File: src/rtl/vol_pkg.sv
package vol_pkg;
  localparam int SAMPLE_W = 20;
  localparam int MULT_W   = 16;
  localparam int FRAC_W   = 12;
  localparam int PROD_W   = SAMPLE_W + MULT_W + 1;
  localparam real TOP_DB  = 12.0;
  localparam real STEP_DB = 0.75;

  // Q4.12 multiplier for one gain step, evaluated at elaboration only
  function automatic logic [MULT_W-1:0] step_mult(input int code);
    real lin;
    lin = 10.0 ** ((TOP_DB - STEP_DB * real'(code)) / 20.0);
    return MULT_W'($rtoi(lin * real'(1 << FRAC_W) + 0.5));
  endfunction

  // multiply, round half up, clip to the sample range
  function automatic logic signed [SAMPLE_W-1:0] scale_round_sat(
      input logic signed [SAMPLE_W-1:0] x,
      input logic [MULT_W-1:0] m);
    logic signed [PROD_W-1:0] prod, half, sh, maxv, minv;
    prod = PROD_W'($signed(x) * $signed({1'b0, m}));
    half = PROD_W'(1) <<< (FRAC_W - 1);
    sh   = (prod + half) >>> FRAC_W;
    maxv = PROD_W'((1 << (SAMPLE_W - 1)) - 1);
    minv = -maxv - PROD_W'(1);
    if (sh > maxv)      sh = maxv;
    else if (sh < minv) sh = minv;
    return sh[SAMPLE_W-1:0];
  endfunction
endpackage

File: src/rtl/vol_gain_rom.sv
module vol_gain_rom #(
  parameter int CODE_W = 7
) (
  input  logic [CODE_W-1:0]          code,
  output logic [vol_pkg::MULT_W-1:0] mult
);
  localparam int DEPTH = 1 << CODE_W;

  logic [vol_pkg::MULT_W-1:0] tbl [DEPTH];

  for (genvar i = 0; i < DEPTH; i++) begin : g_step
    assign tbl[i] = vol_pkg::step_mult(i);
  end

  assign mult = tbl[code];
endmodule

File: src/rtl/vol_scale_ch.sv
module vol_scale_ch (
  input  logic                                clk,
  input  logic                                rst_n,
  input  logic                                in_valid,
  input  logic signed [vol_pkg::SAMPLE_W-1:0] sample,
  input  logic [vol_pkg::MULT_W-1:0]          mult,
  input  logic                                mute,
  output logic signed [vol_pkg::SAMPLE_W-1:0] result
);
  logic signed [vol_pkg::SAMPLE_W-1:0] scaled;

  assign scaled = mute ? '0 : vol_pkg::scale_round_sat(sample, mult);

  always_ff @(posedge clk or negedge rst_n) begin
    if (!rst_n)        result <= '0;
    else if (in_valid) result <= scaled;
  end
endmodule

File: src/rtl/vol_zero_det.sv
module vol_zero_det #(
  parameter int SAMPLE_W = 20,
  parameter int SEL_W    = 2,
  parameter int ZTO_BASE = 512
) (
  input  logic                clk,
  input  logic                rst_n,
  input  logic                in_valid,
  input  logic [SAMPLE_W-1:0] sample,
  input  logic [SEL_W-1:0]    sel,
  output logic                flag
);
  localparam int MAX_LIM = (ZTO_BASE << ((1 << SEL_W) - 1)) + 1;
  localparam int CNT_W   = $clog2(MAX_LIM + 1);

  logic [CNT_W-1:0] cnt, cnt_inc, limit;

  assign limit   = (CNT_W'(ZTO_BASE) << sel) + CNT_W'(1);
  assign cnt_inc = (cnt >= limit) ? cnt : cnt + CNT_W'(1);

  always_ff @(posedge clk or negedge rst_n) begin
    if (!rst_n) begin
      cnt  <= '0;
      flag <= 1'b0;
    end else if (in_valid) begin
      if (sample == '0) begin
        cnt  <= cnt_inc;
        flag <= (cnt_inc >= limit);
      end else begin
        cnt  <= '0;
        flag <= 1'b0;
      end
    end
  end
endmodule

File: src/rtl/vol_stage.sv
module vol_stage #(
  parameter int CODE_W     = 7,
  parameter int SEL_W      = 2,
  parameter int ZTO_BASE   = 512,
  parameter int UNITY_CODE = 16
) (
  input  logic                    clk,
  input  logic                    rst_n,
  input  logic                    cfg_wr,
  input  logic [CODE_W-1:0]       gain_code,
  input  logic                    mute_left,
  input  logic                    mute_right,
  input  logic [SEL_W-1:0]        zto_sel,
  input  logic                    in_valid,
  input  logic signed [19:0]      in_left,
  input  logic signed [19:0]      in_right,
  output logic                    out_valid,
  output logic signed [19:0]      out_left,
  output logic signed [19:0]      out_right,
  output logic                    zero_left,
  output logic                    zero_right
);
  localparam int SW   = vol_pkg::SAMPLE_W;
  localparam int NCH  = 2;

  // stored settings, brought out by name for the checker
  logic [CODE_W-1:0]          gain_q;
  logic                       mute_l_q, mute_r_q;
  logic [SEL_W-1:0]           zto_q;
  logic [vol_pkg::MULT_W-1:0] mult;

  always_ff @(posedge clk or negedge rst_n) begin
    if (!rst_n) begin
      gain_q   <= CODE_W'(UNITY_CODE);
      mute_l_q <= 1'b0;
      mute_r_q <= 1'b0;
      zto_q    <= '0;
    end else if (cfg_wr) begin
      gain_q   <= gain_code;
      mute_l_q <= mute_left;
      mute_r_q <= mute_right;
      zto_q    <= zto_sel;
    end
  end

  always_ff @(posedge clk or negedge rst_n) begin
    if (!rst_n) out_valid <= 1'b0;
    else        out_valid <= in_valid;
  end

  vol_gain_rom #(.CODE_W(CODE_W)) u_rom (.code(gain_q), .mult(mult));

  logic signed [SW-1:0] ch_in  [NCH];
  logic signed [SW-1:0] ch_out [NCH];
  logic                 ch_mute[NCH];
  logic                 ch_zero[NCH];

  assign ch_in[0]   = in_left;
  assign ch_in[1]   = in_right;
  assign ch_mute[0] = mute_l_q;
  assign ch_mute[1] = mute_r_q;

  for (genvar c = 0; c < NCH; c++) begin : g_ch
    vol_scale_ch u_scale (
      .clk(clk), .rst_n(rst_n), .in_valid(in_valid),
      .sample(ch_in[c]), .mult(mult), .mute(ch_mute[c]),
      .result(ch_out[c])
    );
    vol_zero_det #(.SAMPLE_W(SW), .SEL_W(SEL_W), .ZTO_BASE(ZTO_BASE)) u_zdet (
      .clk(clk), .rst_n(rst_n), .in_valid(in_valid),
      .sample(ch_in[c]), .sel(zto_q), .flag(ch_zero[c])
    );
  end

  assign out_left   = ch_out[0];
  assign out_right  = ch_out[1];
  assign zero_left  = ch_zero[0];
  assign zero_right = ch_zero[1];
endmodule

File: config.mk
export PLATFORM = sky130hd
export DESIGN_NAME = vol_stage
export DESIGN_NICKNAME = d
export VERILOG_FILES = /design/src/rtl/vol_pkg.sv /design/src/rtl/vol_gain_rom.sv /design/src/rtl/vol_scale_ch.sv /design/src/rtl/vol_zero_det.sv /design/src/rtl/vol_stage.sv
export SDC_FILE = /design/constraint.sdc
export NUM_CORES = 2
export LEC_CHECK = 0
export ABC_CLOCK_PERIOD_IN_PS = 25700
export CAP_MARGIN = 0
export CORE_ASPECT_RATIO = 1.25
export CORE_MARGIN = 2
export CORE_UTILIZATION = 35
export DETAILED_ROUTE_END_ITERATION = 8
export SYNTH_ARGS = -nofsm -noshare
export SYNTH_HDL_FRONTEND = slang
export SYNTH_SLANG_ARGS = --single-unit
File: constraint.sdc
create_clock -name clk -period 25.7 [get_ports clk]
set_clock_uncertainty 0.1 [all_clocks]
set_input_delay 6.425 -clock clk [delete_from_list [all_inputs] [get_ports clk]]
set_output_delay 6.425 -clock clk [all_outputs]
set_load 0.1 [all_outputs]
* Yosys cells after proc, flatten, opt, wreduce, memory -nomap -nowiden *
Memories as Yosys holds them, arrays and structs flattened.
Cells that the tools add are included.

storage, ports and cells
  bits in registers = 80
  bits in latches = 0
  RAM bits = 0
  bits in read-only memories = 2048
  input bits = 55
  output and inout port bits = 43
  logic and storage cells = 46
  memories kept = 1

memory list
  name             words  width  rd ports  clocked after Yosys merged registers in  wr ports  RTL line            RTL
  (no name shown)  128    16     1         0                                        0         vol_gain_rom.sv:15  assign mult = tbl[code];

cells by class
  $add $sub $neg = 5
  multiply operators = 2
  divide/modulo/power cells = 0
  $lt $le $gt $ge = 9
  eq/ne operators = 0
  shift operators = 1
  muxes and demuxes = 14
  bitwise operators = 1
  reduce and logical (&&, ||, !) cells = 2

operator list
  kind                      number
  $mux W20                  6
  $add A37 B13 Y37 const B  2
  $mul A20 B17 Y37          2
  $ge A13 B13 Y1            4
  $mux W13                  4
  $gt A25 B20 Y1 const B    2
  $lt A25 B20 Y1 const B    2
  $logic_not A20 Y1         2
  $mux W16                  2
  $add A13 B1 Y13 const B   2
  $add A13 B2 Y13 const B   1
  $shl A10 B2 Y13 const A   1
  $ge A8 B8 Y1 const B      1
  $not A7 Y8                1
  $mux W1                   2

* Longest topological paths before layout *
  word-level depth = 10
  gate-level depth with buffers = 40
  gate-level depth less buffers = 34

* By module *
From an unflattened synthesis, not the netlist that was laid out.

second synthesis, totals
  cells, all modules = 3567
  area, all modules = 31579.0 um^2

modules (own cells, without submodules)
  module                          times used  cells an instance  area each (um^2)
  vol_scale_ch (g_ch[0].u_scale)  1           1527               13698.1
  vol_scale_ch (g_ch[1].u_scale)  1           1477               13292.7
  vol_zero_det                    2           149                1286.2
  vol_gain_rom                    1           241                1541.5
  vol_stage                       1           24                 474.2

* Least setup slack after synthesis *
OpenSTA, ideal clock, no wires.

  path kind = input port to flip-flop
  start point = in in_left[19]
  end point = reg g_ch[0].u_scale.result[18] (netlist bit)
  arrival time = 12746 ps
  path slack = 12785 ps
  stages = 22
  path buffers = 2
  cell sequence = clkbuf_1 > nand2_1 > fa_1 > fa_1 > inv_1 > fa_1 > fa_1 > fa_1 > fa_1 > ha_1 > a21o_1 > a21o_1 > a21oi_1 > o21ai_0 > a41o_1 > a31o_2 > a31o_2 > xnor2_1 > nand2_1 > a31oi_2 > buf_4 > a221o_1

on the way
  word-level cells in the longest chain between the ends = 6
  elaborated cells between the ends (all ways) = 7
  classes of those cells = 1 x add/sub; 1 x mul; 2 x order compare; 3 x mux

RTL lines
  element               RTL line            RTL
  from (decl)           vol_stage.sv:15     input logic signed [19:0] in_left,
  $mul A20 B17 Y37 *    vol_pkg.sv:21       prod = PROD_W'($signed(x) * $signed({1'b0, m}));
  $add A37 B13 Y37 *    vol_pkg.sv:23       sh = (prod + half) >>> FRAC_W;
  $lt A25 B20 Y1        vol_pkg.sv:27       else if (sh < minv) sh = minv;
  $mux W20              vol_pkg.sv:27
  $mux W20 *            vol_pkg.sv:26       if (sh > maxv) sh = maxv;
  $mux W20 *            vol_scale_ch.sv:12  assign scaled = mute ? '0 : vol_pkg::scale_round_sat(sample, mult);
  to (signal assigned)  vol_scale_ch.sv:16  else if (in_valid) result <= scaled;
  to (decl)             vol_scale_ch.sv:8   output logic signed [vol_pkg::SAMPLE_W-1:0] result

Every way passes the cells marked *; elsewhere a longest branch is shown, timed or not.
A chain may end at the register's enable or synchronous reset.

* Worst setup path in the final report *
  start point = in in_left[19]
  end point = reg g_ch[0].u_scale.result[1] (netlist bit)

Same word-level chain as after synthesis.

==> impl_metrics.json <==
{
  "holdCritPathClass": "reg -> reg",
  "fin_nets": 4115,
  "synth_edf_count": 0,
  "synth_area_sq_um": 28200,
  "ys_top_cells_by_count": "826 x inv_1, 556 x fa_1, 368 x nand2_1",
  "maxCapViolCount": 0,
  "synth_adder_area_share": 0.499,
  "slew-limit-headroom": 0.332,
  "yosysTopAreaCell": "fa_1",
  "final_antenna_net_count": 0,
  "dp_hpwl_mm": 58.9,
  "arrival_ps": 14400,
  "pin_count": 98,
  "setup_violations": 0,
  "synthArstFlopShare": 1.00,
  "status": "finished clean",
  "clockBufferDepth": 2,
  "setup_tns_ps": 0,
  "timing.fmax_mhz": 70.5,
  "grt_max_degree": 60,
  "routedWlPerCell_um": 17.5,
  "ys_seq_elements": 80,
  "cp_max_fo": 19,
  "ys_seq_area_frac": 0.0710,
  "cts_sinks": 80,
  "rr_worst_depth": 29,
  "grtUsageTotal": 0.192,
  "first_global_vias": 23700,
  "grt-ovfl-total": 0,
  "synth_most_common_cell": "inv_1",
  "gp_congestion": 0.887,
  "synth_top_family_by_area": "adder cells",
  "dieArea_sq_um": 82900,
  "antenna_found_initial": 2,
  "rsz0062_at_grt": "false",
  "routed_wl_mm": 76.0,
  "cts_resized": 0,
  "synth_compound_area_frac": 0.108,
  "hold_depth": 1,
  "area_delta_synth_final_pct": 8.12,
  "setup.worst_path.end_class": "register",
  "finalMaxSlewViolations": 0,
  "drc_errors": 0,
  "synth_xor_area_frac": 0.0201,
  "grt_pass1_wl_mm": 127,
  "yosys_warnings": 0,
  "post_drt_via_cell_ratio": 5.06,
  "die_h_um": 321,
  "yosys.area_share.simple": 0.162,
  "period_share": 0.552,
  "worst_pin_slew_ps": 999,
  "drive_above_1_share": 0.0287,
  "criticalPathCategory": "in -> reg",
  "cts-htree-levels": 3,
  "numCtsBuffers": 9,
  "critPathLaunchType": "primary input",
  "io_buffers": 97,
  "cts_tree": "built",
  "rows": 116,
  "initial_core_util": 0.353,
  "hold_viol": 0,
  "ys.flop_type": "dfrtp_1",
  "drtIter0Drc": 1097,
  "period_minus_slack_ps": 14190,
  "postCtsSetupBuffers": 0,
  "synth.net_count": 4137,
  "cts_root_buf": "clkbuf_16",
  "drt_pass1_iterations": 5,
  "synthMuxAreaShare": 0.00811,
  "path_clk_slew_ps": 70,
  "postSynthAreaPerCell_sq_um": 8.58,
  "routed-via-count": 21900,
  "synth.area.top_cells": "fa_1 39%, inv_1 11%, ha_1 11%",
  "syn-instance-count": 3289,
  "die_w_um": 258,
  "holdBufCountCts": 0,
  "synth_cell_types": 83,
  "clkLatencyLatePin_ps": 380,
  "required_ps": 25900,
  "synth_top_cell_area_share": 0.394,
  "core-area_sq_um": 80000
}
worst paths after layout:
check                                          start                         end  slack [ps]
max in group asynchronous                      rst_n   g_ch[0].u_scale.result[3]       18500
max reg2reg                                gain_q[1]   g_ch[0].u_scale.result[1]       15220
min in group asynchronous                      rst_n  g_ch[1].u_scale.result[19]        5810
max                                      in_left[19]   g_ch[0].u_scale.result[1]       11510
min                        g_ch[1].u_scale.result[0]   g_ch[1].u_scale.result[0]         390
min reg2reg                g_ch[1].u_scale.result[0]   g_ch[1].u_scale.result[0]         390
area by class of cell:
class | instances | area (sq um)
diodes | 1 | 2.50
clock buffers | 10 | 239
clock inverters | 6 | 73.8
fillers | 8224 | 49500
inverters | 827 | 3100
multi-input cells | 2225 | 22600
flip-flops and latches | 80 | 2000
well taps | 1062 | 1330
repair buffers | 124 | 1170
through the flow:
step / setup slack, ps / cells / util / instance area [sq um] / hold slack [ps]
6_report: 11510 / 4335 / 0.382 / 30500 / 393
5_1_grt: 10980 / 4335 / 0.382 / 30500 / 412
4_1_cts: 11480 / 4334 / 0.382 / 30500 / 393
3_5_place_dp: 11110 / 4318 / 0.378 / 30200 / 372
3_3_place_gp: 11200 / 4318 / 0.378 / 30200 / 376
2_1_floorplan: 12790 / 3289 / - / 28200 / 349
layout by cell type (no fill, tap or decap), types with 8 or more instances in the layout:
cell and instances:
and2_1 245, o21bai_1 12, fa_1 556, o31ai_1 16
a21oi_1 102, o2bb2ai_1 9, nor2b_1 50, xnor2_1 39
nand2_1 368, clkdlybuf4s50_1 96, ha_1 237, o211ai_1 8
a31oi_1 21, a21o_1 54, nand4_1 24, a21boi_0 12
nand2b_1 19, dfrtp_1 79, a211oi_1 11, nor2_1 66
xor2_1 22, nor4_1 14, clkbuf_16 9, and3_1 53
o21ai_0 92, nor3_1 18, a221o_1 22, buf_4 28
inv_1 825, nand3_1 30
logic make-up (layout without fill, tap and decap cells):
kind of cell	count (synthesis)	after routing
buffers and inverters	984	967
AND/OR/NAND/NOR	912	912
adder cells (fa/ha/maj)	793	793
AO/OA/AOI/OAI	440	440
flip-flops	80	80
XOR/XNOR	63	63
multiplexers	17	17
other	0	1
state kept, by name, summed over array words and instances (netlist names):
name	cells
mute_l_q	1
g_ch.u_zdet.cnt	26
gain_q	7
g_ch.u_scale.result	40
mute_r_q	1
out_valid	1
g_ch.u_zdet.flag	2
zto_q	2
layer usage:
| layer | global-route usage | wire length, um | vias to the layer above |
|---|---|---|---|
| li1 | - | - | 10000 |
| met1 | 0.230 | 30200 | 11300 |
| met2 | 0.351 | 39800 | 528 |
| met3 | 0.0153 | 2620 | 142 |
| met4 | 0.0853 | 3340 | 2 |
| met5 | 0 | 7 | - |
critical path, stage by stage:
cell	delay, ps
clkdlybuf4s50_1	830
nand2_1	270
fa_1	650
fa_1	700
inv_1	240
fa_1	490
fa_1	520
fa_1	570
fa_1	420
ha_1	360
a21o_1	220
a21o_1	170
a21oi_1	260
o21ai_0	160
a41o_1	230
a31o_2	250
a31o_2	250
xnor2_1	220
nand2_1	160
a31oi_2	760
a221o_1	220
Power is not shown: default switching activity piles up to over one toggle a cycle in this logic, so the estimate is an artifact.
